**src/rtl/spi_sel_pkg.sv**
```systemverilog
package spi_sel_pkg;

    typedef enum logic [1:0] {
        WMODE_MASTER = 2'd0,
        WMODE_SLV_P0 = 2'd1,
        WMODE_SLV_P1 = 2'd2
    } wr_mode_e;

    typedef struct packed {
        logic master;
        logic cpha;
        logic sw_sel;
        logic sw_level;
    } sel_cfg_t;

    function automatic wr_mode_e mode_of(input sel_cfg_t cfg);
        if (cfg.master)
            return WMODE_MASTER;
        else if (cfg.cpha)
            return WMODE_SLV_P1;
        else
            return WMODE_SLV_P0;
    endfunction

endpackage

```
**src/rtl/ss_pin_sync.sv**
```systemverilog
module ss_pin_sync #(
    parameter int STAGES  = 2,
    parameter bit IDLE_LV = 1'b1
) (
    input  logic clk,
    input  logic rst,
    input  logic d_i,
    output logic q_o
);
    localparam int LAST = STAGES - 1;

    logic [LAST:0] chain_q;

    generate
        if (STAGES == 1) begin : g_one
            always_ff @(posedge clk) begin
                if (rst) chain_q <= IDLE_LV;
                else     chain_q <= d_i;
            end
        end else begin : g_many
            always_ff @(posedge clk) begin
                if (rst) chain_q <= {STAGES{IDLE_LV}};
                else     chain_q <= {chain_q[LAST-1:0], d_i};
            end
        end
    endgenerate

    assign q_o = chain_q[LAST];
endmodule

```
**src/rtl/sr_write_guard.sv**
```systemverilog
module sr_write_guard
    import spi_sel_pkg::*;
(
    input  logic     clk,
    input  logic     rst,
    input  wr_mode_e mode_i,
    input  logic     ss_int_i,
    input  logic     busy_i,
    input  logic     stb_i,
    input  logic     clr_i,
    output logic     wr_en_o,
    output logic     coll_o
);
    logic busy_d;
    logic high_seen_q;
    logic coll_q;
    logic byte_start;
    logic legal;
    logic refuse_slv;

    assign byte_start = busy_i & ~busy_d;

    always_comb begin
        unique case (mode_i)
            WMODE_MASTER: legal = ~busy_i;
            WMODE_SLV_P1: legal = ~busy_i;
            WMODE_SLV_P0: legal = ~busy_i & (ss_int_i | high_seen_q);
            default:      legal = 1'b0;
        endcase
    end

    assign wr_en_o    = stb_i & legal;
    assign refuse_slv = stb_i & ~legal & (mode_i != WMODE_MASTER);

    always_ff @(posedge clk) begin
        if (rst) begin
            busy_d      <= 1'b0;
            high_seen_q <= 1'b1;
            coll_q      <= 1'b0;
        end else begin
            busy_d <= busy_i;
            if (byte_start)
                high_seen_q <= 1'b0;
            else if (ss_int_i)
                high_seen_q <= 1'b1;
            if (clr_i)
                coll_q <= 1'b0;
            else if (refuse_slv)
                coll_q <= 1'b1;
        end
    end

    assign coll_o = coll_q;
endmodule

```
**src/rtl/spi_sel_guard.sv**
```systemverilog
module spi_sel_guard
    import spi_sel_pkg::*;
#(
    parameter int SYNC_STAGES = 2
) (
    input  logic clk,
    input  logic rst,
    input  logic ss_pin_i,
    input  logic sel_sw_i,
    input  logic sw_level_i,
    input  logic master_i,
    input  logic cpha_i,
    input  logic xfer_active_i,
    input  logic wr_stb_i,
    input  logic coll_clr_i,
    output logic ss_int_o,
    output logic sr_wr_en_o,
    output logic coll_flag_o,
    output logic pin_free_o,
    output logic cfg_err_o
);
    sel_cfg_t cfg;
    wr_mode_e mode;
    logic     pin_sync;

    assign cfg  = '{master: master_i, cpha: cpha_i, sw_sel: sel_sw_i, sw_level: sw_level_i};
    assign mode = mode_of(cfg);

    ss_pin_sync #(.STAGES(SYNC_STAGES), .IDLE_LV(1'b1)) u_sync (
        .clk (clk),
        .rst (rst),
        .d_i (ss_pin_i),
        .q_o (pin_sync)
    );

    assign ss_int_o   = cfg.sw_sel ? cfg.sw_level : pin_sync;
    assign pin_free_o = cfg.sw_sel;
    assign cfg_err_o  = cfg.master & ~ss_int_o;

    sr_write_guard u_guard (
        .clk     (clk),
        .rst     (rst),
        .mode_i  (mode),
        .ss_int_i(ss_int_o),
        .busy_i  (xfer_active_i),
        .stb_i   (wr_stb_i),
        .clr_i   (coll_clr_i),
        .wr_en_o (sr_wr_en_o),
        .coll_o  (coll_flag_o)
    );
endmodule

```
**config.mk**
```make
export PLATFORM = sky130hd
export DESIGN_NAME = spi_sel_guard
export DESIGN_NICKNAME = d
export VERILOG_FILES = /design/src/rtl/spi_sel_pkg.sv /design/src/rtl/ss_pin_sync.sv /design/src/rtl/sr_write_guard.sv /design/src/rtl/spi_sel_guard.sv
export SDC_FILE = /design/constraint.sdc
export NUM_CORES = 1
export LEC_CHECK = 0
export ABC_AREA = 0
export BUFFER_PORTS_ARGS = -buffer_cell sky130_fd_sc_hd__buf_2
export CAP_MARGIN = 20
export CORE_AREA = 2 2 39 41
export CTS_CLUSTER_SIZE = 16
export DETAILED_ROUTE_END_ITERATION = 16
export DIE_AREA = 0 0 41 43
export PLACE_DENSITY = 0.49
export SLEW_MARGIN = 25
export SYNTH_ARGS = -nofsm -noshare
export SYNTH_HDL_FRONTEND = slang
export SYNTH_SLANG_ARGS = --single-unit
```
**constraint.sdc**
```tcl
create_clock -name clk -period 3 [get_ports clk]
set_clock_uncertainty 0.05 [all_clocks]
set_input_delay 0.9 -clock clk [delete_from_list [all_inputs] [get_ports clk]]
set_output_delay 0.9 -clock clk [all_outputs]
set_load 0.02 [all_outputs]
```
=== Word-level counts from Yosys, hierarchy flattened ===
Index checks and enable logic that the tools add are counted.

* Register bits after elaboration: 5
* Bits in latches: 0
* Bits in writable memories: 0
* Bits in read-only memories: 0
* Input port bits: 10
* Output and inout port bits: 5
* Logic and storage cells: 28
* Memories kept: 0

* $add $sub $neg: 0
* $mul: 0
* Div/mod/pow operators: 0
* Magnitude comparators: 0
* Eq/ne operators: 2
* Shift operators: 0
* Mux-type cells: 6
* Bitwise logic cells: 11
* Reductions and logical operators: 5

{| class="wikitable"
|+ Operators by type and width
! kind !! count
|-
| $and A1 B1 Y1 || 6
|-
| $mux W2 || 2
|-
| $not A1 Y1 || 4
|-
| $reduce_bool A2 Y1 || 2
|-
| $reduce_or A2 Y1 || 2
|-
| $mux W1 || 3
|-
| $eq A2 B1 Y1 const B || 1
|-
| $eq A2 B2 Y1 const B || 1
|-
| $logic_not A2 Y1 || 1
|-
| $pmux W1 S2 || 1
|-
| $or A1 B1 Y1 || 1
|}

=== Logic depth before layout (Yosys ltp) ===
* Word-level depth: 8
* Gate-level depth with buffers: 3

=== Modules after synthesis ===
A second synthesis with hierarchy kept.

* Cell total of the unflattened synthesis: 24
* Area total of the unflattened synthesis: 222.7 µm²

{| class="wikitable"
|+ By module, submodules not included
! module !! times used !! cells an instance !! area an instance (µm²) !! seq. area each (µm²)
|-
| sr_write_guard || 1 || 14 || 127.6 || 60.1
|-
| ss_pin_sync || 1 || 4 || 52.6 || 40.0
|-
| spi_sel_guard || 1 || 6 || 42.5 || 0.0
|}

=== Least setup slack after synthesis ===
OpenSTA, ideal clock, no wires.

* Kind: input -> output
* Start: input port sel_sw_i
* End: output port sr_wr_en_o
* Arrival: 1.936 ns
* Required time: 2.050 ns
* Setup slack: 0.114 ns
* Stages on the path: 3
* Path buffers: 0
* Path through: mux2_4 -> or4_4 -> and3_1

* Word-level cells in the longest chain between the ends: 5

{| class="wikitable"
|+ RTL lines
! element !! RTL line !! source
|-
| from (decl) || spi_sel_guard.sv:9 || <nowiki>input logic sel_sw_i,</nowiki>
|-
| $mux W1 || spi_sel_guard.sv:36 || <nowiki>assign ss_int_o = cfg.sw_sel ? cfg.sw_level : pin_sync;</nowiki>
|-
| $or A1 B1 Y1 || sr_write_guard.sv:27 || <nowiki>WMODE_SLV_P0: legal = ~busy_i & (ss_int_i | high_seen_q);</nowiki>
|-
| $and A1 B1 Y1 || sr_write_guard.sv:27 ||
|-
| $pmux W1 S2 || sr_write_guard.sv:24 || <nowiki>unique case (mode_i)</nowiki>
|-
| $and A1 B1 Y1 || sr_write_guard.sv:32 || <nowiki>assign wr_en_o = stb_i & legal;</nowiki>
|-
| to (decl) || spi_sel_guard.sv:17 || <nowiki>output logic sr_wr_en_o,</nowiki>
|}

No other way between the ends.

=== Worst setup path in the final report ===
Same ends and word-level chain as after synthesis.

==> results.yml <==
run_status:
  status: "complete, no violations"
die:
  io_pins: 15
  die_x_um: 41
  die_y_um: 43
  initial_core_util_pct: 15.6
  die_area_sq_um: 1760
  num_rows: 14
  core_area_sq_um: 1380
logic_synthesis:
  ys_warn_count: 0
  ys.flop_type: "dfxtp_1"
  ys_seq_area_share_pct: 46.2
  syn_area_sq_um: 216
  netlist.area_leader.share_pct: 46.2
  yosysTopAreaCell: "dfxtp_1"
  synthCells: 20
  synth_cell_types: 12
  avgSynthCellArea_sq_um: 10.8
  ys_ff_latch: 5
  synthTopCellsByCount: "dfxtp_1, nor2_1, inv_1, or2_2"
  synth.area.top_cells: "dfxtp_1, a2111oi_4, mux2_4, or2_2, nor2_1"
  synth_nets: 30
  synth-edff-count: 0
  async_reset_ff_share_pct: 0
  yosysMostFrequentCell: "dfxtp_1"
place:
  dp_cells: 51
  placed_area_sq_um: 314
  portBuffers: 14
  gp_congestion: 0.499
  place_ws_ns: -0.0139
detailed_routing:
  wl_um: 462
  via_per_inst: 3.76
  ant_nets: 0
  vias: 207
  dr.pass1.iters: 4
  drt_iter0_drc: 3
  drc_errors: 0
  post_drt_wl_per_cell_um: 8.40
finish:
  finalInstanceArea_sq_um: 352
  fin_nets: 50
  final_cells: 55
  area_growth_pct: 62.4
  antennaDiodeCount: 0
  drive_gt1_share_pct: 64.1
  fin_util_pct: 25.4
clock_network:
  htreeDepth: 1
  clockBufferDepth: 2
  clock_latency_ns: 0.24
  cts.sink_count: 5
  cts_root_buf: "clkbuf_4"
  cts_tree: "yes"
  clkTransAtPathRegs_ns: 0.04
  cts_buffers: 3
global_route:
  grt_usage_pct: 5.44
  grt_pass1_wl_um: 614
  antenna_found_initial: 0
  overflow: 0
  grt_start_max_net_pins: 6
  grt_pass1_vias: 178
pwr:
  vdd_drop_max_mv: 0.213
  powerDensity_nw_per_um2: 498
  p_leak_nw: 0.166
  power_mw: 0.175
sta:
  fin_ws_ns: 0.0143
  min_period_ns: 2.99
  rsz0062_at_grt: "no"
  hold_slack_ns: 0.361
  hold_violations: 0
  period_share_pct: 99.5
  max_freq_ghz: 0.335
  slew_headroom_pct: 83.6
  setup_tns_ns: 0
  final-max-slew-violation-count: 0
  setup_viol: 0
  worst_pin_slew_ns: 0.246
setup_path:
  cp.arrival_ns: 2.04
  r2r_start: "u_sync.chain_q[1]"
  end_kind: "output pin"
  crit_slowest_cell: "or4_4"
  cp-endpoint: "sr_wr_en_o"
  worst-path-stages: 5
  reg2reg_to: "u_guard.coll_o"
  worstPathRequired_ns: 2.05
  worst-path-max-fanout: 2
  reg2reg_slack_ns: 1.47
  worst-path-buf-inv: 2
  startpoint_type: "input port"
  cp-startpoint: "sel_sw_i"
  rr_worst_depth: 4
  critPathMaxStageDelay_ns: 0.42
  path_class: "input port to output pin"
  worstPathCellList: "buf_2, mux2_4, or4_4, and3_4, buf_6"
  cp_top_family: "simple AND/OR/NAND/NOR gates"
worst_hold_path:
  hp-class: "flip-flop to flip-flop"
  min_path_cells: 1
run:
  cap_violations: 0
-- layout by cell type, fill, tap and decap left out --
cell / synthesis / layout
and3_4: 0 / 1
o22ai_1: 1 / 1
nand2b_1: 1 / 1
buf_6: 0 / 1
inv_1: 2 / 2
buf_4: 1 / 2
a21oi_1: 1 / 1
or4_4: 1 / 1
dfxtp_1: 5 / 5
a2111oi_4: 1 / 1
clkbuf_4: 0 / 3
mux2_4: 1 / 1
nor2_1: 3 / 3
or2_2: 2 / 2
buf_2: 0 / 13
clkbuf_1: 0 / 1
-- per-layer routing --
layer	GRT usage [%]	vias to the layer above	share of wire (%)
met1	5.52	87	47
met5	0	-	0
met4	0	0	0
met2	7.81	15	40
li1	-	105	-
met3	6.28	0	13
-- how the worst min path moves through the flow --
| stage | startpoint | endpoint | slack, ns |
|---|---|---|---|
| 6_report | u_sync.chain_q[0] | u_sync.chain_q[1] | 0.36 |
| 4_1_cts | u_sync.chain_q[0] | u_sync.chain_q[1] | 0.37 |
| 2_1_floorplan | u_sync.chain_q[0] | u_sync.chain_q[1] | 0.34 |
| 5_1_grt | u_sync.chain_q[0] | u_sync.chain_q[1] | 0.38 |
| 3_5_place_dp | u_sync.chain_q[0] | u_sync.chain_q[1] | 0.35 |
| 3_3_place_gp | u_sync.chain_q[0] | u_sync.chain_q[1] | 0.35 |
-- worst reg2reg max path, stage by stage, from the launching register on --
cell	delay [ns]
dfxtp_1	0.29
mux2_4	0.27
or4_4	0.42
buf_4	0.16
a2111oi_4	0.25
-- cells by family after synthesis --
| logic type | count (synthesis) | share of synthesized area, % |
|---|---|---|
| compound gates | 3 | 17.9 |
| buf+inv | 3 | 6.94 |
| simple gates | 8 | 22.0 |
| mux | 1 | 6.93 |
| flops | 5 | 46.2 |
-- power by group --
group | internal, mW | switching, mW | total [mW] | leakage, nW
registers | 0.0699 | 0.000962 | 0.0708 | 0.0414
logic | 0.0146 | 0.0141 | 0.0287 | 0.110
clock network | 0.0501 | 0.0253 | 0.0754 | 0.0150
total | 0.135 | 0.0404 | 0.175 | 0.166
-- what timing repair did --
item	CTS	global route
setup endpoints to repair	1	1
hold buffers	0	0
buffers inserted	0	0
gates cloned	0	0
pin swaps	0	1
resized for setup	3	0
hold endpoints to repair	0	0
-- flip-flops by register name, summed over array words and instances, names as in the netlist --
name and flops:
u_guard.busy_d 1, u_guard.coll_o 1, u_guard.high_seen_q 1, u_sync.chain_q 2
-- final cells by class --
class	count	area, sq um
Sequential cell	5	100
Timing Repair Buffer	16	91.3
Fill cell	149	1030
Clock buffer	4	26.3
Multi-Input combinational cell	12	106
Inverter	2	7.51
Tap cell	16	20.0
Power figures use the tool's default switching activity.
